===== src/rtl/mrc_pkg.sv =====
package mrc_pkg;
  typedef logic [3:0] sym_t;
  localparam int unsigned SYM_HI_SINGLE = 0;
  localparam int unsigned SYM_HI_DOUBLE = 1;
  localparam int unsigned SYM_LO_SINGLE = 2;
  localparam int unsigned SYM_LO_DOUBLE = 3;
endpackage


===== src/rtl/mrc_sync.sv =====
module mrc_sync #(
  parameter int unsigned STAGES = 2
) (
  input  logic clk,
  input  logic rst_n,
  input  logic line_i,
  output logic level_o,
  output logic prev_o,
  output logic edge_o
);
  // chain[0..STAGES-1] synchronize, chain[STAGES] holds previous sample
  logic [STAGES:0] chain;

  always_ff @(posedge clk) begin
    if (!rst_n) chain[0] <= 1'b0;
    else        chain[0] <= line_i;
  end

  for (genvar g = 1; g <= STAGES; g++) begin : g_stage
    always_ff @(posedge clk) begin
      if (!rst_n) chain[g] <= 1'b0;
      else        chain[g] <= chain[g-1];
    end
  end

  assign level_o = chain[STAGES-1];
  assign prev_o  = chain[STAGES];
  assign edge_o  = chain[STAGES-1] ^ chain[STAGES];
endmodule


===== src/rtl/mrc_start_qual.sv =====
module mrc_start_qual #(
  parameter int unsigned QUAD_LEN = 45
) (
  input  logic clk,
  input  logic rst_n,
  input  logic level_i,
  output logic start_o
);
  localparam int unsigned HW = $clog2(QUAD_LEN + 1);
  localparam logic [HW-1:0] HI_LAST = HW'(QUAD_LEN - 1);
  localparam logic [HW-1:0] HI_TOP  = HW'(QUAD_LEN);

  logic [HW-1:0] hi_cnt;

  always_ff @(posedge clk) begin
    if (!rst_n) begin
      hi_cnt  <= '0;
      start_o <= 1'b0;
    end else begin
      if (!level_i)             hi_cnt <= '0;
      else if (hi_cnt != HI_TOP) hi_cnt <= hi_cnt + 1'b1;
      if (level_i && hi_cnt == HI_LAST) start_o <= 1'b1;
    end
  end

  AST_START_STICKY: assert property (@(posedge clk) disable iff (!rst_n)
    start_o |=> start_o);
  AST_HIGH_CLEAR: assert property (@(posedge clk) disable iff (!rst_n)
    !level_i |=> hi_cnt == '0);
endmodule


===== src/rtl/mrc_run_meter.sv =====
module mrc_run_meter
  import mrc_pkg::*;
#(
  parameter int unsigned SINGLE_MIN = 7,
  parameter int unsigned SINGLE_MAX = 13,
  parameter int unsigned DOUBLE_MIN = 17,
  parameter int unsigned DOUBLE_MAX = 23
) (
  input  logic clk,
  input  logic rst_n,
  input  logic edge_i,
  input  logic prev_i,
  input  logic enable_i,
  output logic sym_stb_o,
  output sym_t sym_o,
  output logic bad_o
);
  localparam int unsigned RUN_W = $clog2(DOUBLE_MAX + 2);
  localparam logic [RUN_W-1:0] RUN_MAX = '1;
  localparam logic [RUN_W-1:0] S_LO = RUN_W'(SINGLE_MIN);
  localparam logic [RUN_W-1:0] S_HI = RUN_W'(SINGLE_MAX);
  localparam logic [RUN_W-1:0] D_LO = RUN_W'(DOUBLE_MIN);
  localparam logic [RUN_W-1:0] D_HI = RUN_W'(DOUBLE_MAX);

  logic [RUN_W-1:0] run_cnt;
  logic armed, judge, in_single, in_double;
  sym_t code;

  always_ff @(posedge clk) begin
    if (!rst_n) begin
      run_cnt <= '0;
      armed   <= 1'b0;
    end else begin
      if (edge_i)                run_cnt <= RUN_W'(1);
      else if (run_cnt != RUN_MAX) run_cnt <= run_cnt + 1'b1;
      if (edge_i && enable_i) armed <= 1'b1;
    end
  end

  assign judge     = edge_i && armed;
  assign in_single = (run_cnt >= S_LO) && (run_cnt <= S_HI);
  assign in_double = (run_cnt >= D_LO) && (run_cnt <= D_HI);

  always_comb begin
    code = '0;
    code[SYM_HI_SINGLE] = prev_i  && in_single;
    code[SYM_HI_DOUBLE] = prev_i  && in_double;
    code[SYM_LO_SINGLE] = !prev_i && in_single;
    code[SYM_LO_DOUBLE] = !prev_i && in_double;
  end

  always_ff @(posedge clk) begin
    if (!rst_n) begin
      sym_stb_o <= 1'b0;
      sym_o     <= '0;
      bad_o     <= 1'b0;
    end else begin
      sym_stb_o <= judge && (in_single || in_double);
      bad_o     <= judge && !(in_single || in_double);
      if (judge) sym_o <= code;
    end
  end

  AST_RUN_SATURATE: assert property (@(posedge clk) disable iff (!rst_n)
    (run_cnt == RUN_MAX && !edge_i) |=> run_cnt == RUN_MAX);
  AST_NO_EARLY_CLASS: assert property (@(posedge clk) disable iff (!rst_n)
    (sym_stb_o || bad_o) |-> armed);
  AST_BAD_XOR_SYM: assert property (@(posedge clk) disable iff (!rst_n)
    !(sym_stb_o && bad_o));
endmodule


===== src/rtl/mrc_out_slot.sv =====
module mrc_out_slot
  import mrc_pkg::*;
(
  input  logic clk,
  input  logic rst_n,
  input  logic in_stb_i,
  input  sym_t in_sym_i,
  input  logic ready_i,
  output logic valid_o,
  output sym_t sym_o,
  output logic overrun_o
);
  logic free;
  assign free = !valid_o || ready_i;

  always_ff @(posedge clk) begin
    if (!rst_n) begin
      valid_o   <= 1'b0;
      sym_o     <= '0;
      overrun_o <= 1'b0;
    end else begin
      overrun_o <= in_stb_i && !free;
      if (free) begin
        valid_o <= in_stb_i;
        if (in_stb_i) sym_o <= in_sym_i;
      end
    end
  end

  AST_HOLD_STALL: assert property (@(posedge clk) disable iff (!rst_n)
    (valid_o && !ready_i) |=> (valid_o && $stable(sym_o)));
  AST_SYM_ONEHOT: assert property (@(posedge clk) disable iff (!rst_n)
    valid_o |-> $countones(sym_o) == 1);
  AST_OVERRUN_HELD: assert property (@(posedge clk) disable iff (!rst_n)
    overrun_o |-> valid_o);
endmodule


===== src/rtl/mrc_top.sv =====
module mrc_top
  import mrc_pkg::*;
#(
  parameter int unsigned SYNC_STAGES = 2,
  parameter int unsigned QUAD_LEN    = 45,
  parameter int unsigned SINGLE_MIN  = 7,
  parameter int unsigned SINGLE_MAX  = 13,
  parameter int unsigned DOUBLE_MIN  = 17,
  parameter int unsigned DOUBLE_MAX  = 23
) (
  input  logic       clk,
  input  logic       rst_n,
  input  logic       line_i,
  output logic       start_seen_o,
  output logic       sym_valid_o,
  input  logic       sym_ready_i,
  output logic [3:0] sym_o,
  output logic       bad_run_o,
  output logic       overrun_o
);
  logic level, prev, edge_seen, stb;
  sym_t cls;

  mrc_sync #(.STAGES(SYNC_STAGES)) u_sync (
    .clk(clk), .rst_n(rst_n), .line_i(line_i),
    .level_o(level), .prev_o(prev), .edge_o(edge_seen)
  );

  mrc_start_qual #(.QUAD_LEN(QUAD_LEN)) u_start (
    .clk(clk), .rst_n(rst_n), .level_i(level), .start_o(start_seen_o)
  );

  mrc_run_meter #(
    .SINGLE_MIN(SINGLE_MIN), .SINGLE_MAX(SINGLE_MAX),
    .DOUBLE_MIN(DOUBLE_MIN), .DOUBLE_MAX(DOUBLE_MAX)
  ) u_meter (
    .clk(clk), .rst_n(rst_n), .edge_i(edge_seen), .prev_i(prev),
    .enable_i(start_seen_o), .sym_stb_o(stb), .sym_o(cls), .bad_o(bad_run_o)
  );

  mrc_out_slot u_slot (
    .clk(clk), .rst_n(rst_n), .in_stb_i(stb), .in_sym_i(cls),
    .ready_i(sym_ready_i), .valid_o(sym_valid_o), .sym_o(sym_o),
    .overrun_o(overrun_o)
  );
endmodule


===== config.mk =====
export PLATFORM = sky130hd
export DESIGN_NAME = mrc_top
export DESIGN_NICKNAME = d
export VERILOG_FILES = /design/src/rtl/mrc_pkg.sv /design/src/rtl/mrc_sync.sv /design/src/rtl/mrc_start_qual.sv /design/src/rtl/mrc_run_meter.sv /design/src/rtl/mrc_out_slot.sv /design/src/rtl/mrc_top.sv
export SDC_FILE = /design/constraint.sdc
export NUM_CORES = 1
export LEC_CHECK = 0
export ABC_AREA = 0
export ABC_CLOCK_PERIOD_IN_PS = 1900
export CAP_MARGIN = 30
export CORE_MARGIN = 1.5
export CORE_UTILIZATION = 54
export CTS_BUF_LIST = sky130_fd_sc_hd__clkbuf_16
export CTS_CLUSTER_SIZE = 28
export DETAILED_ROUTE_END_ITERATION = 7
export GPL_TIMING_DRIVEN = 0
export PLACE_DENSITY = 0.76
export SLEW_MARGIN = 20
export SYNTH_ARGS = -nofsm -noshare
export SYNTH_HDL_FRONTEND = slang
export SYNTH_SLANG_ARGS = --single-unit

===== constraint.sdc =====
create_clock -name clk -period 1.9 [get_ports clk]
set_input_delay 0.38 -clock clk [delete_from_list [all_inputs] [get_ports clk]]
set_output_delay 0.38 -clock clk [all_outputs]
set_load 0.01 [all_outputs]

==> impl_metrics.json <==
{
  "async_flop_share": 0,
  "setup_ws_ps": 169,
  "worstReg2RegEnd": "u_meter.run_cnt[3]$_SDFFE_PP0P_",
  "hold_buffers": 0,
  "synth_seq_cells": 28,
  "cts.sinks": 28,
  "seq_area_frac_synth": 0.473,
  "cts_setup_buffers": 0,
  "cts.repair.resized": 0,
  "grtUsageMet2": 0.322,
  "tns_ps": 0,
  "grtUsageTotal": 0.184,
  "post_route_cells_drive_above_1_share": 0.0496,
  "worst_ep_required_time_ps": 2090,
  "crit_start": "u_meter.run_cnt[0]$_SDFFE_PN0P_",
  "avgSynthCellArea_sq_um": 9.33,
  "num-fill-cells": 157,
  "root_buffer": "clkbuf_16",
  "start_util": 0.586,
  "first_iter_violations": 28,
  "worst_slew_pin_slew_ps": 357,
  "synth-edff-count": 0,
  "gp_congestion": 0.862,
  "syn_nets": 137,
  "post-route-min-period_ps": 1730,
  "cts.path.max_buffers": 2,
  "area.growth.synth_to_final_pct": 18.5,
  "grt_pass1_vias": 873,
  "ios": 12,
  "nets": 152,
  "synth_top_area_frac": 0.473,
  "rsz0062_at_grt": "false",
  "syn_inst": 127,
  "drv_cap": 0,
  "yosys.cell_types.count": 34,
  "overflow": 0,
  "diodes": 0,
  "cts.clk_slew.worst_paths_ps": 60,
  "p_per_area_nw_per_um2": 802,
  "ys.flop_type": "dfxtp_1",
  "slew_viol_final": 0,
  "hold_viol_final": 0,
  "cp_max_fo": 7,
  "num_rows": 16,
  "routed_wl_microns": 1970,
  "status": "complete, no violations",
  "placed_area_sq_um": 1330,
  "ant_nets": 0,
  "reg2regPathDepth": 5,
  "crit_path_end": "u_meter.run_cnt[3]$_SDFFE_PP0P_",
  "dpl.hpwl_microns": 1500,
  "portBuffers": 11,
  "die_w_microns": 49.8,
  "leakage_nw": 0.498,
  "core_area_sq_um": 2020,
  "routedWlPerCell_microns": 11.7,
  "dieArea_sq_um": 2480,
  "antenna_found_initial": 0,
  "top_usage_layer": "met2",
  "postLayoutCellArea_sq_um": 1400,
  "dieHeight_microns": 49.8,
  "cts_tree": "built",
  "ir_drop_mv": 0.727,
  "r2r_setup_slack_ps": 170,
  "endpoint_kind": "flip-flop",
  "h-tree-depth": 1,
  "fmax_mhz": 578,
  "yosysMostFrequentCell": "dfxtp_1",
  "remaining_drc_errors": 0,
  "grt_pass1_wl_microns": 3570,
  "slew_headroom": 0.761,
  "finalSetupViolations": 0,
  "arrival_ps": 1920,
  "ys_warn_count": 0,
  "synth_area_sq_um": 1180,
  "synth_commonest_cells": "dfxtp_1 (28), a21oi_1 (15), inv_1 (10), o21ai_0 (10), nand3_1 (9)",
  "drt-pass1-iter-count": 4,
  "finClkSkew_ps": 0.903,
  "globalRouteMet3Util": 0.0333,
  "cts_made_buffers": 3,
  "start_kind": "flip-flop",
  "period_share": 0.911,
  "r2r-start": "u_meter.run_cnt[0]$_SDFFE_PN0P_",
  "use_met1": 0.227,
  "crit_type": "flip-flop to flip-flop",
  "via_per_inst": 5.59,
  "yosys-top-cells-area": "dfxtp_1 (47%), a21oi_1 (6.3%), ha_1 (6.3%)",
  "pre_cts_ws_ps": 62.1,
  "holdWs_ps": 447,
  "insertion_delay_ps": 260,
  "hold_path.class": "flip-flop to flip-flop",
  "synth_largest_area_cell": "dfxtp_1",
  "dr_total_vias": 939,
  "grt_start_max_net_pins": 16
}
[cell usage in the layout, fill, tap and decap left out, drive strengths merged, types with 2 or more instances in the layout]
cell / instances
inv: 10
xor2: 3
and3: 2
o2bb2ai: 2
clkinv: 2
o2111ai: 2
clkdlybuf4s50: 11
ha: 6
dfxtp: 28
nand2: 5
or3: 3
xnor2: 4
nor2: 6
clkbuf: 3
and2: 3
a21oi: 15
o21ai: 10
nand3: 9
o32ai: 2
nor2b: 2
[through the flow]
step	utilization	total power, mW	instances
2_1_floorplan	-	0.656	127
3_3_place_gp	0.657	0.670	165
3_5_place_dp	0.657	0.673	165
4_1_cts	0.696	1.13	169
5_1_grt	0.694	1.17	168
6_report	0.694	1.13	168
[worst min path at each step]
stage,slack [ps],endpoint,from,depth (start not counted)
floorplan,410,u_sync.level_o$_SDFF_PN0_,u_sync.chain[0]$_SDFF_PN0_,1
finish,450,u_sync.level_o$_SDFF_PN0_,u_sync.chain[0]$_SDFF_PN0_,1
global placement,420,u_sync.level_o$_SDFF_PN0_,u_sync.chain[0]$_SDFF_PN0_,1
CTS,460,u_sync.level_o$_SDFF_PN0_,u_sync.chain[0]$_SDFF_PN0_,1
detailed placement,440,u_sync.level_o$_SDFF_PN0_,u_sync.chain[0]$_SDFF_PN0_,1
global route,460,u_sync.level_o$_SDFF_PN0_,u_sync.chain[0]$_SDFF_PN0_,1
[sequential cells by signal (all words and copies together) (netlist names), 4 cells and up]
register,count
u_meter.run_cnt,5
u_meter.sym_o,4
u_slot.sym_o,4
u_start.hi_cnt,6
[kinds of logic (layout without fill, tap and decap cells)]
group,Yosys count,count (layout),share of synthesized area
compound gates,37,37,0.196
xor+xnor,7,7,0.0517
fa+ha+maj,6,6,0.0634
buf+inv,12,26,0.0380
flops,28,28,0.473
mux,1,1,0.00845
simple gates,36,36,0.169
[cell type report]
cell class                 instances  area, sq um  share of cell area
tap                               27         33.8              0.0241
clock buffer                       3         75.1              0.0535
clock inverter                     1         3.75             0.00267
inverter                          11         41.3              0.0294
timing repair buffer              11          110              0.0784
sequential                        28          561               0.399
multi-input combinational         87          579               0.413
[worst max-delay path, stage by stage (launching register included)]
cell	delay (ps)
dfxtp_1	380
ha_1	270
and3_1	210
ha_1	280
or3_1	390
a21oi_1	140
[per-layer routing]
metal,part of all wire,vias up
met4,0.0086,0
met3,0.033,2
met2,0.49,19
met5,0,-
met1,0.47,437
li1,-,481
[where the power goes]
| part | internal, mW | switching [mW] | total [mW] |
|---|---|---|---|
| clock network | 0.281 | 0.184 | 0.465 |
| logic | 0.0257 | 0.0255 | 0.0512 |
| registers | 0.595 | 0.0135 | 0.609 |
| total | 0.903 | 0.223 | 1.13 |
No activity file was read; power rests on OpenSTA's default activity.
